<file path="src/rtl/cfs_pkg.sv">
package cfs_pkg;

    localparam int DATA_W    = 8;
    localparam int NUM_MODES = 3;
    localparam int MODE_W    = 2;

    typedef enum logic [MODE_W-1:0] {
        MODE_NORM = 2'd0,
        MODE_IRQ  = 2'd1,
        MODE_NMI  = 2'd2
    } mode_e;

    typedef enum logic [1:0] {
        FOP_ADD   = 2'd0,
        FOP_SUB   = 2'd1,
        FOP_PASS  = 2'd2,
        FOP_PASS2 = 2'd3
    } fop_e;

    typedef enum logic [2:0] {
        CMD_NONE,
        CMD_STEP,
        CMD_CALL,
        CMD_RET,
        CMD_RETI,
        CMD_IRQ,
        CMD_NMI
    } cmd_e;

    typedef struct packed {
        logic carry;
        logic zero;
    } flags_t;

    typedef struct packed {
        logic nmi;
        logic irq;
        logic reti;
        logic ret;
        logic call;
        logic step;
    } req_t;

    // Pick the single command that wins this cycle; entries illegal in the
    // current mode are skipped so a lower-priority strobe can still win.
    function automatic cmd_e pick_cmd(mode_e m, req_t r);
        cmd_e c;
        c = CMD_NONE;
        if (r.nmi && (m != MODE_NMI))        c = CMD_NMI;
        else if (r.irq && (m == MODE_NORM))  c = CMD_IRQ;
        else if (r.reti)                     c = CMD_RETI;
        else if (r.ret)                      c = CMD_RET;
        else if (r.call)                     c = CMD_CALL;
        else if (r.step)                     c = CMD_STEP;
        return c;
    endfunction

    function automatic logic is_push(cmd_e c);
        return (c == CMD_CALL) || (c == CMD_IRQ) || (c == CMD_NMI);
    endfunction

    function automatic logic is_pop(cmd_e c);
        return (c == CMD_RET) || (c == CMD_RETI);
    endfunction

    // New flag pair from an ALU operation; borrow_conv selects the
    // meaning of carry after subtraction.
    function automatic flags_t eval_flags(flags_t cur, fop_e op,
                                          logic [DATA_W-1:0] a,
                                          logic [DATA_W-1:0] b,
                                          logic borrow_conv);
        flags_t          f;
        logic [DATA_W:0] wide;
        f    = cur;
        wide = '0;
        case (op)
            FOP_ADD: begin
                wide    = {1'b0, a} + {1'b0, b};
                f.carry = wide[DATA_W];
                f.zero  = (wide[DATA_W-1:0] == '0);
            end
            FOP_SUB: begin
                wide    = {1'b0, a} - {1'b0, b};
                f.carry = borrow_conv ? wide[DATA_W] : ~wide[DATA_W];
                f.zero  = (wide[DATA_W-1:0] == '0);
            end
            default: begin
                f.zero  = (a == '0);
            end
        endcase
        return f;
    endfunction

endpackage

</file>
<file path="src/rtl/cfs_ret_stack.sv">
module cfs_ret_stack #(
    parameter int DEPTH = 6,
    parameter int W     = 14
) (
    input  logic         clk,
    input  logic         rst,
    input  logic         push,
    input  logic         pop,
    input  logic [W-1:0] din,
    output logic [W-1:0] dout,
    output logic         full,
    output logic         empty,
    output logic         ovf,
    output logic         unf
);
    localparam int CNT_W = $clog2(DEPTH + 1);
    localparam int IDX_W = (DEPTH > 1) ? $clog2(DEPTH) : 1;

    logic [W-1:0]     mem [DEPTH];
    logic [CNT_W-1:0] cnt;
    logic [CNT_W-1:0] top_slot;

    assign full     = (cnt == CNT_W'(DEPTH));
    assign empty    = (cnt == '0);
    assign top_slot = cnt - 1'b1;
    assign dout     = empty ? '0 : mem[top_slot[IDX_W-1:0]];

    always_ff @(posedge clk) begin
        if (rst) begin
            cnt <= '0;
            ovf <= 1'b0;
            unf <= 1'b0;
        end else if (push) begin
            if (full) ovf <= 1'b1;
            else      cnt <= cnt + 1'b1;
        end else if (pop) begin
            if (empty) unf <= 1'b1;
            else       cnt <= cnt - 1'b1;
        end
    end

    always_ff @(posedge clk) begin
        if (!rst && push && !full) mem[cnt[IDX_W-1:0]] <= din;
    end


    fill_bound_chk: assert property (@(posedge clk) disable iff (rst)
        cnt <= CNT_W'(DEPTH));

    ovf_raise_chk: assert property (@(posedge clk) disable iff (rst)
        (push && full) |=> ovf);

    ovf_sticky_chk: assert property (@(posedge clk) disable iff (rst)
        ovf |=> ovf);

    unf_raise_chk: assert property (@(posedge clk) disable iff (rst)
        (pop && !push && empty) |=> unf);

    unf_sticky_chk: assert property (@(posedge clk) disable iff (rst)
        unf |=> unf);

    one_op_chk: assert property (@(posedge clk) disable iff (rst)
        !(push && pop));

endmodule

</file>
<file path="src/rtl/cfs_flag_bank.sv">
module cfs_flag_bank
    import cfs_pkg::*;
(
    input  logic   clk,
    input  logic   rst,
    input  mode_e  mode,
    input  logic   we,
    input  flags_t nxt,
    output flags_t cur
);
    flags_t bank [NUM_MODES];

    for (genvar i = 0; i < NUM_MODES; i++) begin : g_set
        always_ff @(posedge clk) begin
            if (rst)
                bank[i] <= '0;
            else if (we && (mode == mode_e'(i)))
                bank[i] <= nxt;
        end


        idle_set_chk: assert property (@(posedge clk) disable iff (rst)
            (mode != mode_e'(i)) |=> $stable(bank[i]));

        no_we_chk: assert property (@(posedge clk) disable iff (rst)
            !we |=> $stable(bank[i]));
    end

    always_comb begin
        cur = bank[0];
        for (int k = 0; k < NUM_MODES; k++)
            if (mode == mode_e'(k)) cur = bank[k];
    end

endmodule

</file>
<file path="src/rtl/cfs_ctl.sv">
module cfs_ctl
    import cfs_pkg::*;
#(
    parameter int PC_W = 12
) (
    input  logic            clk,
    input  logic            rst,
    input  req_t            req,
    input  logic [PC_W-1:0] target,
    input  logic            stk_full,
    input  logic            stk_empty,
    input  logic [PC_W-1:0] top_pc,
    input  mode_e           top_mode,
    output logic [PC_W-1:0] pc,
    output mode_e           mode,
    output logic            push,
    output logic            pop,
    output logic [PC_W-1:0] push_pc,
    output mode_e           push_mode
);
    cmd_e cmd;
    logic blocked;

    assign cmd       = pick_cmd(mode, req);
    assign push      = is_push(cmd);
    assign pop       = is_pop(cmd);
    assign blocked   = (push && stk_full) || (pop && stk_empty);
    assign push_pc   = (cmd == CMD_CALL) ? pc + 1'b1 : pc;
    assign push_mode = mode;

    always_ff @(posedge clk) begin
        if (rst) begin
            pc   <= '0;
            mode <= MODE_NORM;
        end else if (!blocked) begin
            case (cmd)
                CMD_STEP: pc <= pc + 1'b1;
                CMD_CALL: pc <= target;
                CMD_IRQ: begin
                    pc   <= target;
                    mode <= MODE_IRQ;
                end
                CMD_NMI: begin
                    pc   <= target;
                    mode <= MODE_NMI;
                end
                CMD_RET:  pc <= top_pc;
                CMD_RETI: begin
                    pc   <= top_pc;
                    mode <= top_mode;
                end
                default: ;
            endcase
        end
    end


    step_adv_chk: assert property (@(posedge clk) disable iff (rst)
        (cmd == CMD_STEP) |=> (pc == PC_W'($past(pc) + 1'b1)));

    frozen_chk: assert property (@(posedge clk) disable iff (rst)
        blocked |=> ($stable(pc) && $stable(mode)));

    irq_mode_chk: assert property (@(posedge clk) disable iff (rst)
        (cmd == CMD_IRQ && !stk_full) |=> (mode == MODE_IRQ));

    legal_mode_chk: assert property (@(posedge clk) disable iff (rst)
        mode != mode_e'(2'd3));

endmodule

</file>
<file path="src/rtl/flowstate_unit.sv">
module flowstate_unit
    import cfs_pkg::*;
#(
    parameter int PC_W       = 12,
    parameter int DEPTH      = 6,
    parameter bit SUB_BORROW = 1'b1
) (
    input  logic              clk,
    input  logic              rst,
    input  logic              step_i,
    input  logic              call_i,
    input  logic              ret_i,
    input  logic              irq_i,
    input  logic              nmi_i,
    input  logic              reti_i,
    input  logic [PC_W-1:0]   target_i,
    input  logic              flag_we_i,
    input  logic [1:0]        flag_op_i,
    input  logic [DATA_W-1:0] opa_i,
    input  logic [DATA_W-1:0] opb_i,
    output logic [PC_W-1:0]   pc_o,
    output logic [1:0]        mode_o,
    output logic              carry_o,
    output logic              zero_o,
    output logic              stk_ovf_o,
    output logic              stk_unf_o
);
    localparam int ENT_W = PC_W + MODE_W;

    req_t             req;
    mode_e            mode;
    logic             push, pop, full, empty;
    logic [PC_W-1:0]  push_pc;
    mode_e            push_mode;
    logic [ENT_W-1:0] ent_in, ent_out;
    flags_t           flg_cur, flg_nxt;

    assign req = '{nmi: nmi_i, irq: irq_i, reti: reti_i,
                   ret: ret_i, call: call_i, step: step_i};

    cfs_ctl #(.PC_W(PC_W)) u_ctl (
        .clk       (clk),
        .rst       (rst),
        .req       (req),
        .target    (target_i),
        .stk_full  (full),
        .stk_empty (empty),
        .top_pc    (ent_out[PC_W-1:0]),
        .top_mode  (mode_e'(ent_out[ENT_W-1:PC_W])),
        .pc        (pc_o),
        .mode      (mode),
        .push      (push),
        .pop       (pop),
        .push_pc   (push_pc),
        .push_mode (push_mode)
    );

    assign ent_in = {push_mode, push_pc};

    cfs_ret_stack #(.DEPTH(DEPTH), .W(ENT_W)) u_stk (
        .clk   (clk),
        .rst   (rst),
        .push  (push),
        .pop   (pop),
        .din   (ent_in),
        .dout  (ent_out),
        .full  (full),
        .empty (empty),
        .ovf   (stk_ovf_o),
        .unf   (stk_unf_o)
    );

    assign flg_nxt = eval_flags(flg_cur, fop_e'(flag_op_i), opa_i, opb_i,
                                SUB_BORROW);

    cfs_flag_bank u_flg (
        .clk  (clk),
        .rst  (rst),
        .mode (mode),
        .we   (flag_we_i),
        .nxt  (flg_nxt),
        .cur  (flg_cur)
    );

    assign mode_o  = mode;
    assign carry_o = flg_cur.carry;
    assign zero_o  = flg_cur.zero;

endmodule

</file>
<file path="config.mk">
export PLATFORM = sky130hd
export DESIGN_NAME = flowstate_unit
export DESIGN_NICKNAME = d
export VERILOG_FILES = /design/src/rtl/cfs_pkg.sv /design/src/rtl/cfs_ret_stack.sv /design/src/rtl/cfs_flag_bank.sv /design/src/rtl/cfs_ctl.sv /design/src/rtl/flowstate_unit.sv
export SDC_FILE = /design/constraint.sdc
export NUM_CORES = 1
export LEC_CHECK = 0
export CAP_MARGIN = 30
export CORE_MARGIN = 5
export CORE_UTILIZATION = 40
export CTS_CLUSTER_SIZE = 16
export DETAILED_ROUTE_END_ITERATION = 7
export PLACE_DENSITY_LB_ADDON = 0.25
export SLEW_MARGIN = 5
export SYNTH_ARGS = -nofsm -noshare
export SYNTH_HDL_FRONTEND = slang
export SYNTH_HIERARCHICAL = 1
export SYNTH_SLANG_ARGS = --single-unit
</file>
<file path="constraint.sdc">
create_clock -name clk -period 4.3 [get_ports clk]
set_clock_uncertainty 0.15 [all_clocks]
set_input_delay 0.43 -clock clk [delete_from_list [all_inputs] [get_ports clk]]
set_output_delay 0.43 -clock clk [all_outputs]
set_load 0.02 [all_outputs]
</file>
==> metrics list <==
- In this run the power density over the cells is 541 mW/mm².
- The run finished with clean final reports.
- The library cell used most frequently in the layout, excluding fill and tap cells, is edfxtp_1.
- After clock tree synthesis, the clock-pin slew on the worst setup and hold paths is 70 ps.
* Hold buffer count at cts: 0
- The region available for standard cell placement spans 0.0153 mm².
* Netlist area before placement: 0.00625 mm²
- The cell count after synthesis came out at 558.
* Most used flip-flop cell after synthesis: edfxtp_1
* Startpoint of the lowest-slack register-to-register path: u_stk/cnt[0]
- The count of buffers added on input and output ports is 56.
- Worst R2R Path Depth: 12
- Vias per cell: 5.61
- The first detailed-routing pass took 5 iterations.
* Root Driver: clkbuf_16
* Category of the worst setup path capture point: flip-flop
- After global routing the overflow that remains totals 0.
- Sequential fraction of the synthesis area: 49.3%
* Number of clock sinks seen by CTS: 109
* Total setup buffers inserted after CTS: 0
- Relative to the synthesized area, the layout overhead comes to 16.5%.
- The startpoint identified for the worst hold timing path is u_stk/ovf.
- The min-delay analysis places its worst path in the category flip-flop to flip-flop.
- Final Wtd Congestion: 0.803
- After detailed routing, the total wire length is 14500 µm.
* Unrepaired setup endpoints after global routing: false
- Worst hold slack: 329 ps
- Clock latency of the later-clocked register in the worst-skew pair: 340 ps
- TritonCTS Buffers: 9
* Via count of the first global-routing pass: 4463
- Counting flops with a built-in enable in the synthesized netlist gives 90.
* Area share of the largest cell type after synthesis: 43.3%
- The average instance in the mapped netlist occupies 11.2 µm².
- Across all setup checks in the final design, the least slack found is 1140 ps.
- CTS tree: done
- Fmax: 316 MHz
- The repair_antennas step left the layout with diodes totalling 0.
* Reg area: 0.00308 mm²
- Reg2reg end: u_ctl/mode[1]
- Setup tns final: 0 ps
- Multi-input gate area in the final layout: 0.00285 mm²
* Final Max Slew Viols: 0
- CTS built an H-tree with a depth of 3.
- HPWL after DPL: 10300 µm
- R2R setup slack: 1140 ps
- Starting utilization of the core area: 41.0%
- Ranked by total cell area, the synthesized netlist is headed by edfxtp_1, dfxtp_1, mux4_2, ha_1, mux2i_1.
* Post-layout net count: 668
- Worst IR Drop VDD: 0.378 mV
* Die ar.: 0.0182 mm²
* Headroom to the max-slew limit: 46.3%
* Cell area after placement: 0.00699 mm²
* Share of cells above drive strength 1: 9.80%
* WL/cell: 17.7 µm
* Share of the cycle needed by the critical path after routing: 73.6%
- Measured along the y axis, the die boundary spans 135 µm.
- The library cells used most frequently in the layout, excluding fill and tap cells, are edfxtp_1, clkdlybuf4s50_1, nand2_1.
- Arrival @ worst endpoint: 3290 ps
- Number of DRC violations after detailed routing: 0
- The largest total area in the synthesized netlist belongs to edfxtp_1.
- PostCTS Resize Cnt: 0
- Width of the die: 135 µm
* Number of cell rows: 45
* Main combinational cell family by area after synthesis: simple AND/OR/NAND/NOR gates
- By startpoint and endpoint, the worst setup path is classified as flip-flop to flip-flop.
* First-pass GRT wire length: 23100 µm
- Setup Slack @ Placement: 954 ps
* Element type at the critical path start: flip-flop
- Required time worst endpoint: 4420 ps
* Drt first-iter violations: 386
- All-layer global routing usage: 15.9%
- Final critical delay including setup and external delays: 3160 ps
- Worst-path fanout max: 16
- Fill cell instance count of the final layout: 1397
* Antenna violations before repair: 0
- 57 I/O pins were placed.
* Flop and latch count out of synthesis: 109
* Portion of netlist area occupied by mux cells: 8.41%
- The number of hold violations in the final report came to 0.
- Yosys mapped the design onto 71 distinct sky130hd cell types.
- The number of nets handed over by synthesis was 619.
- Min-Delay Path Depth: 2
- Summing the areas of all and, or, nand and nor instances in the mapped netlist gives 15.1% of the synthesized area.
* Count of nets left with antenna violations after detail routing: 0
- Complex-gate fraction of the synthesized area: 14.8%
- Across the run, the number of max-cap violations was 0.
- Slew at the pin with the worst max-slew slack: 805 ps
* Share of flip-flops with an asynchronous set or reset: 0%
- XOR/XNOR Fraction of Synth Area: 2.66%
- After Yosys synthesis, full adders, half adders and majority gates account for 4.53% of the synthesized area.
* Worst hold path endpoint: u_stk/ovf
- The routed layout has 4619 vias.
- Pin count of the biggest net entering global routing: 34
- No sink is reached through more buffers than the 2 on the longest clock path.
- Count of endpoints failing setup in the final report: 0
- Summed over all cells, the static leakage comes to 2.58 nW.
- Post-route cell area: 0.00728 mm²
- Yosys printed 6 warnings.
## routing by layer
layer	GRT usage, %	vias to the layer above	share of wire, %
met5	0	-	0
met4	2.97	0	1.2
met3	3.39	14	4.9
met2	26.5	122	50
met1	21.8	2290	44
li1	-	2193	-
## power by group
part           internal (W)  switching [W]  leakage [nW]  total [W]
Combinational      0.000726       0.000995          1.46    0.00172
Clock              0.000395       0.000364         0.122   0.000759
Sequential          0.00136      0.0000940         0.998    0.00145
## registers in the layout, summed over array words and instances (netlist names)
register and count:
u_ctl/mode 2, u_stk/ovf 1, u_stk/cnt 3, u_flg/bank 6
u_stk/unf 1, u_stk/mem 84, u_ctl/pc 12
## logic make-up after synthesis
group,count (synthesis)
AND/OR/NAND/NOR,182
buffers and inverters,66
XOR/XNOR,19
adder cells (fa/ha/maj),22
flip-flops,109
AO/OA/AOI/OAI,124
multiplexers,36
## stage by stage
stage | total power [W] | instances | utilization (%)
final | 0.00393 | 823 | 47.7
after global routing | 0.00416 | 823 | 47.7
after CTS | 0.00395 | 822 | 47.6
after detailed placement | 0.00319 | 806 | 45.8
after global placement | 0.00315 | 806 | 45.8
after floorplan | 0.00271 | 558 | -
## synth_stat cells, drive strengths merged (2+ instances only)
cell type / number
and3: 8
a2bb2oi: 15
inv: 30
o31a: 2
nor2b: 6
dfxtp: 19
a211oi: 11
nor3: 15
a21boi: 4
nor4b: 3
o2bb2ai: 2
nand2: 56
or3: 2
a2111oi: 3
o211ai: 2
and2: 5
nand2b: 13
o21ai: 21
a21o: 4
o21bai: 3
a22oi: 3
mux2i: 21
and4: 3
nor2: 42
nand3: 8
xor2: 10
nand4: 2
nand3b: 3
o32ai: 8
nor4: 10
o2111ai: 4
a221oi: 5
a21oi: 22
mux4: 13
a21bo: 2
clkinv: 2
edfxtp: 90
clkbuf: 12
xnor2: 9
o22ai: 2
ha: 21
buf: 22
o31ai: 3
mux2: 2
## how the worst max path moves through the flow
| stage | from | slack [ps] | to |
|---|---|---|---|
| after floorplan | reti_i | 950 | u_stk/mem[0][0] |
| after global placement | opb_i[2] | 950 | u_flg/bank[0][0] |
| after detailed placement | opb_i[2] | 950 | u_flg/bank[0][0] |
| after CTS | u_stk/cnt[0] | 1100 | u_ctl/mode[1] |
| after global routing | u_stk/cnt[0] | 880 | u_ctl/mode[1] |
| final | u_stk/cnt[0] | 1140 | u_ctl/mode[1] |
## cell type report
cell class	instances	share of cell area [%]
Multi-Input combinational cell	383	39.2
Sequential cell	109	42.4
Inverter	32	1.65
Tap cell	211	3.63
Clock inverter	5	0.499
Timing Repair Buffer	72	9.46
Clock buffer	11	3.20
## worst max-delay path, stage by stage, from the launching register on
cell,delay [ps]
dfxtp_2,330
clkinv_1,250
ha_1,350
nor2_4,370
mux2i_1,140
buf_4,220
nor2_1,110
a2bb2oi_1,280
nand2_1,90
a21oi_1,160
nor2_1,50
or4_1,460
a21oi_1,150
Note: power is estimated with default switching activity, not from simulation.
